`config.mk`:
```
export PLATFORM = sky130hd
export DESIGN_NAME = wsq_seq
export DESIGN_NICKNAME = d
export VERILOG_FILES = /design/src/rtl/wsq_pkg.sv /design/src/rtl/wsq_phase_timer.sv /design/src/rtl/wsq_drive_decode.sv /design/src/rtl/wsq_seq.sv
export SDC_FILE = /design/constraint.sdc
export NUM_CORES = 1
export LEC_CHECK = 0
export BUFFER_PORTS_ARGS = -buffer_cell sky130_fd_sc_hd__buf_4
export CORE_MARGIN = 2
export CORE_UTILIZATION = 53
export DETAILED_ROUTE_END_ITERATION = 12
export PLACE_DENSITY = 0.79
export RECOVER_POWER = 100
export SETUP_SLACK_MARGIN = 0.15
export SKIP_CTS_REPAIR_TIMING = 1
export SLEW_MARGIN = 20
export SYNTH_ARGS = -nofsm -noshare
export SYNTH_HDL_FRONTEND = slang
export SYNTH_SLANG_ARGS = --single-unit
```
`constraint.sdc`:
```
create_clock -name clk -period 2.11 [get_ports clk]
set_clock_uncertainty 0.05 [all_clocks]
set_input_delay 0.422 -clock clk [delete_from_list [all_inputs] [get_ports clk]]
set_output_delay 0.422 -clock clk [all_outputs]
set_load 0.03 [all_outputs]
```
`src/rtl/wsq_pkg.sv`:
```
package wsq_pkg;

    typedef enum logic [2:0] {
        ST_IDLE   = 3'd0,
        ST_SETUP  = 3'd1,
        ST_HEAT   = 3'd2,
        ST_SWITCH = 3'd3,
        ST_COOL   = 3'd4,
        ST_DONE   = 3'd5
    } wsq_state_e;

    // Phase drive levels decoded from the state
    typedef struct packed {
        logic heat_on;
        logic field_on;
        logic dir_on;
        logic done;
    } wsq_drive_t;

    // Reload value for a phase counter: a zero length behaves as one cycle
    function automatic logic [31:0] wsq_reload(input logic [31:0] dur);
        return (dur == 32'd0) ? 32'd0 : dur - 32'd1;
    endfunction

endpackage

```
`src/rtl/wsq_phase_timer.sv`:
```
module wsq_phase_timer #(
    parameter int DUR_W = 4
) (
    input  logic             clk,
    input  logic             rst,
    input  logic             load,
    input  logic [DUR_W-1:0] load_val,
    output logic             expire
);
    logic [DUR_W-1:0] cnt_q;

    always_ff @(posedge clk) begin
        if (rst) begin
            cnt_q <= '0;
        end else if (load) begin
            cnt_q <= load_val;
        end else if (cnt_q != '0) begin
            cnt_q <= cnt_q - 1'b1;
        end
    end

    assign expire = (cnt_q == '0);
endmodule

```
`src/rtl/wsq_drive_decode.sv`:
```
module wsq_drive_decode
    import wsq_pkg::*;
#(
    parameter int ADDR_W = 3,
    localparam int NCELL = 1 << ADDR_W
) (
    input  wsq_state_e        state,
    input  logic [ADDR_W-1:0] addr,
    input  logic              data,
    output logic [NCELL-1:0]  heat_sel,
    output logic              field_en,
    output logic              field_dir,
    output logic              done
);
    wsq_drive_t drv;

    always_comb begin
        drv = '0;
        unique case (state)
            ST_SETUP:  drv.dir_on = 1'b1;
            ST_HEAT:   begin drv.dir_on = 1'b1; drv.heat_on = 1'b1; end
            ST_SWITCH: begin drv.dir_on = 1'b1; drv.heat_on = 1'b1; drv.field_on = 1'b1; end
            ST_COOL:   begin drv.dir_on = 1'b1; drv.field_on = 1'b1; end
            ST_DONE:   drv.done = 1'b1;
            default:   drv = '0;
        endcase
    end

    for (genvar i = 0; i < NCELL; i++) begin : g_sel
        assign heat_sel[i] = drv.heat_on && (addr == ADDR_W'(i));
    end

    assign field_en  = drv.field_on;
    assign field_dir = drv.dir_on & data;
    assign done      = drv.done;
endmodule

```
`src/rtl/wsq_seq.sv`:
```
module wsq_seq
    import wsq_pkg::*;
#(
    parameter int ADDR_W = 3,
    parameter int DUR_W  = 4,
    localparam int NCELL = 1 << ADDR_W
) (
    input  logic              clk,
    input  logic              rst,
    input  logic              req_valid,
    output logic              req_ready,
    input  logic [ADDR_W-1:0] req_addr,
    input  logic              req_data,
    input  logic [DUR_W-1:0]  dur_heat,
    input  logic [DUR_W-1:0]  dur_switch,
    input  logic [DUR_W-1:0]  dur_cool,
    output logic [NCELL-1:0]  heat_sel,
    output logic              field_en,
    output logic              field_dir,
    output logic              done
);
    typedef struct packed {
        logic [ADDR_W-1:0] addr;
        logic              data;
        logic [DUR_W-1:0]  rl_heat;
        logic [DUR_W-1:0]  rl_switch;
        logic [DUR_W-1:0]  rl_cool;
    } job_t;

    wsq_state_e       state_q, state_d;
    job_t             job_q;
    logic             accept;
    logic             tmr_load;
    logic [DUR_W-1:0] tmr_val;
    logic             tmr_expire;

    assign req_ready = (state_q == ST_IDLE);
    assign accept    = req_valid && req_ready;

    always_ff @(posedge clk) begin
        if (rst) begin
            job_q <= '0;
        end else if (accept) begin
            job_q.addr      <= req_addr;
            job_q.data      <= req_data;
            job_q.rl_heat   <= DUR_W'(wsq_reload(32'(dur_heat)));
            job_q.rl_switch <= DUR_W'(wsq_reload(32'(dur_switch)));
            job_q.rl_cool   <= DUR_W'(wsq_reload(32'(dur_cool)));
        end
    end

    always_comb begin
        state_d  = state_q;
        tmr_load = 1'b0;
        tmr_val  = '0;
        unique case (state_q)
            ST_IDLE:   if (accept) state_d = ST_SETUP;
            ST_SETUP:  begin state_d = ST_HEAT; tmr_load = 1'b1; tmr_val = job_q.rl_heat; end
            ST_HEAT:   if (tmr_expire) begin
                           state_d = ST_SWITCH; tmr_load = 1'b1; tmr_val = job_q.rl_switch;
                       end
            ST_SWITCH: if (tmr_expire) begin
                           state_d = ST_COOL; tmr_load = 1'b1; tmr_val = job_q.rl_cool;
                       end
            ST_COOL:   if (tmr_expire) state_d = ST_DONE;
            ST_DONE:   state_d = ST_IDLE;
            default:   state_d = ST_IDLE;
        endcase
    end

    always_ff @(posedge clk) begin
        if (rst) state_q <= ST_IDLE;
        else     state_q <= state_d;
    end

    wsq_phase_timer #(.DUR_W(DUR_W)) u_timer (
        .clk      (clk),
        .rst      (rst),
        .load     (tmr_load),
        .load_val (tmr_val),
        .expire   (tmr_expire)
    );

    wsq_drive_decode #(.ADDR_W(ADDR_W)) u_decode (
        .state     (state_q),
        .addr      (job_q.addr),
        .data      (job_q.data),
        .heat_sel  (heat_sel),
        .field_en  (field_en),
        .field_dir (field_dir),
        .done      (done)
    );
endmodule

```
==> metrics.yaml <==
syn_avg_cell_area_um2: 7.96
cp.arrival_ns: 1.49
ant_nets: 0
grt_usage: 0.229
cts_buffer_depth: 2
antenna_found_initial: 0
top_layer: "met4"
end_kind: "primary output"
drt-wirelength-per-cell_um: 13.7
drtIter0Drc: 30
rows: 18
power_density_nw_per_um2: 995
netlist_area_um2: 1330
cp_max_fo: 12
synth-seq-cells: 23
clk_pin_slew_ns: 0.13
hold_start: "req_addr[1]"
max_slew_margin: 0.702
worstHoldEndpoint: "job_q[14]"
ys_types: 42
slew_viol_final: 0
cts_tree: "done"
wl_um: 3090
setup_viol: 0
grt_max_degree: 24
synth_fp_nets: 187
tightest_slew_ns: 0.446
antennaDiodeCount: 0
port_buffers: 30
grt.overflow.total: 0
fin_crit_sh: 0.928
place_hpwl_um: 2270
viasPerCell: 5.94
reg2reg_depth: 5
synthCells: 167
met2_length_um: 1520
status: "finished clean"
nets: 216
cts_root_buf: "clkbuf_4"
core_area_um2: 2430
p_leak_uw: 0.000619
place_inst: 221
gp_congestion: 0.842
pin_count: 31
die_y_um: 54.1
maxCapViolCount: 0
holdPathStages: 3
ff2ff_setup_slack_ns: 0.28
dr_total_vias: 1337
start_util: 0.546
hp-class: "in2reg"
yosys_warnings: 0
cts_max_level: 1
ys_seq_area_frac: 0.347
final_hold_viol_count: 0
drtPass1Iterations: 7
drive_above_1_share: 0.251
rsz0062_at_grt: "yes"
fmax_mhz: 511
drc: 0
power_uw: 1580
rr_startpoint: "state_q[1]"
grt_pass1_vias: 1138
cts_buffers: 3
die_w_um: 54.1
layoutNonFillerInstCount: 225
area_growth_pct: 19.3
r2r_end: "job_q[8]"
cts_sinks: 23
wl_met3_um: 156
die-area_um2: 2920
clk_latency_ns: 0.31
min_period_ns: 1.96
worstPathRequired_ns: 1.64
start_kind: "flop"
path_class: "reg2out"
wl_met1_um: 1370
peakVddDrop_mv: 0.659
grt_pass1_wl_um: 4900
-- stage by stage --
stage	worst slack, ns	hold slack, ns	setup TNS, ns	util	area, um2
final	0.152	0.292	0	0.652	1590
after global routing	0.0804	0.294	0	0.652	1590
after CTS	-0.0295	0.292	-0.0295	0.664	1610
after detailed placement	0.307	0.395	0	0.653	1590
after global placement	0.362	0.392	0	0.653	1590
after floorplan	0.196	0.382	0	-	1350
-- power breakdown --
group | leakage, uW | total, uW | internal (uW) | switching [uW]
logic | 0.000414 | 726 | 325 | 401
registers | 0.000191 | 644 | 530 | 114
clock network | 0.0000150 | 206 | 73.8 | 132
total | 0.000619 | 1580 | 929 | 647
-- state kept, by name, summed over array words and instances (netlist names) --
name / cells
job_q: 16
state_q: 3
u_timer.cnt_q: 4
-- cell usage in the layout, fill, tap and decap left out, drive strengths merged, types with 3 or more instances in the layout --
master and n:
nor2 21, clkbuf 13, a21oi 17, o21ai 9, a311oi 6, inv 3, nor3 12, dfxtp 23
nand3b 5, a22o 3, nand3 4, o311ai 3, buf 25, a2111oi 3, nand2 20
-- per-layer routing --
layer	vias up	track usage
li1	679	-
met1	610	0.294
met2	44	0.386
met3	4	0.0333
met4	0	0.0875
met5	-	0
-- worst max-delay path by stage --
stage / startpoint / endpoint / cells after the start
6_report: state_q[2] / heat_sel[5] / 3
2_1_floorplan: state_q[2] / heat_sel[2] / 3
4_1_cts: state_q[0] / field_en / 3
3_3_place_gp: state_q[0] / field_en / 3
3_5_place_dp: state_q[0] / u_timer.cnt_q[1] / 4
5_1_grt: state_q[2] / heat_sel[5] / 3
-- critical path, stage by stage (launching register included) --
cell	delay, ns
dfxtp_1	0.47
nand2b_1	0.27
nor3_1	0.20
clkbuf_2	0.23
-- synth_stat cells, drive strengths merged --
cell type | n | area (um2)
a21oi | 17 | 85.1
clkbuf | 4 | 15.0
buf | 6 | 35.0
a2111oi | 3 | 38.8
ha | 1 | 12.5
nor4 | 1 | 6.26
or2b | 1 | 7.51
nor3 | 12 | 60.1
or3b | 2 | 22.5
mux2i | 1 | 10.0
nand3 | 4 | 20.0
nor4b | 1 | 23.8
a22o | 3 | 26.3
and3b | 1 | 8.76
a211oi | 1 | 7.51
nor2 | 21 | 78.8
xor2 | 1 | 8.76
dfxtp | 23 | 460
and4bb | 1 | 12.5
nand2b | 2 | 12.5
nand2 | 20 | 75.1
inv | 3 | 11.3
o21bai | 2 | 15.0
o41ai | 1 | 16.3
a311oi | 6 | 52.6
o311ai | 3 | 26.3
a211o | 1 | 8.76
or3 | 2 | 12.5
a221oi | 1 | 8.76
and2 | 1 | 6.26
or4b | 1 | 13.8
o21ai | 9 | 45.0
mux2 | 1 | 11.3
nand3b | 5 | 37.5
nor2b | 2 | 12.5
a22oi | 1 | 7.51
nor3b | 1 | 7.51
a31o | 1 | 8.76
-- kinds of logic after synthesis --
kind of cell,count (synthesis),share of synthesized area
adders and majority gates,1,0.00941
DFF,23,0.347
and+or+nand+nor,78,0.315
buffers and inverters,13,0.0461
AOI/OAI and AO/OA,49,0.261
muxes,2,0.0160
xor gates and xnor gates,1,0.00659
-- cell type report --
| cell class | instances | area (um2) |
|---|---|---|
| fill | 228 | 847 |
| sequential | 23 | 468 |
| inverter | 3 | 13.8 |
| tap | 30 | 37.5 |
| multi-input combinational | 131 | 810 |
| clock buffer | 4 | 26.3 |
| timing repair buffer | 34 | 230 |
(Power assumes the default switching activity.)
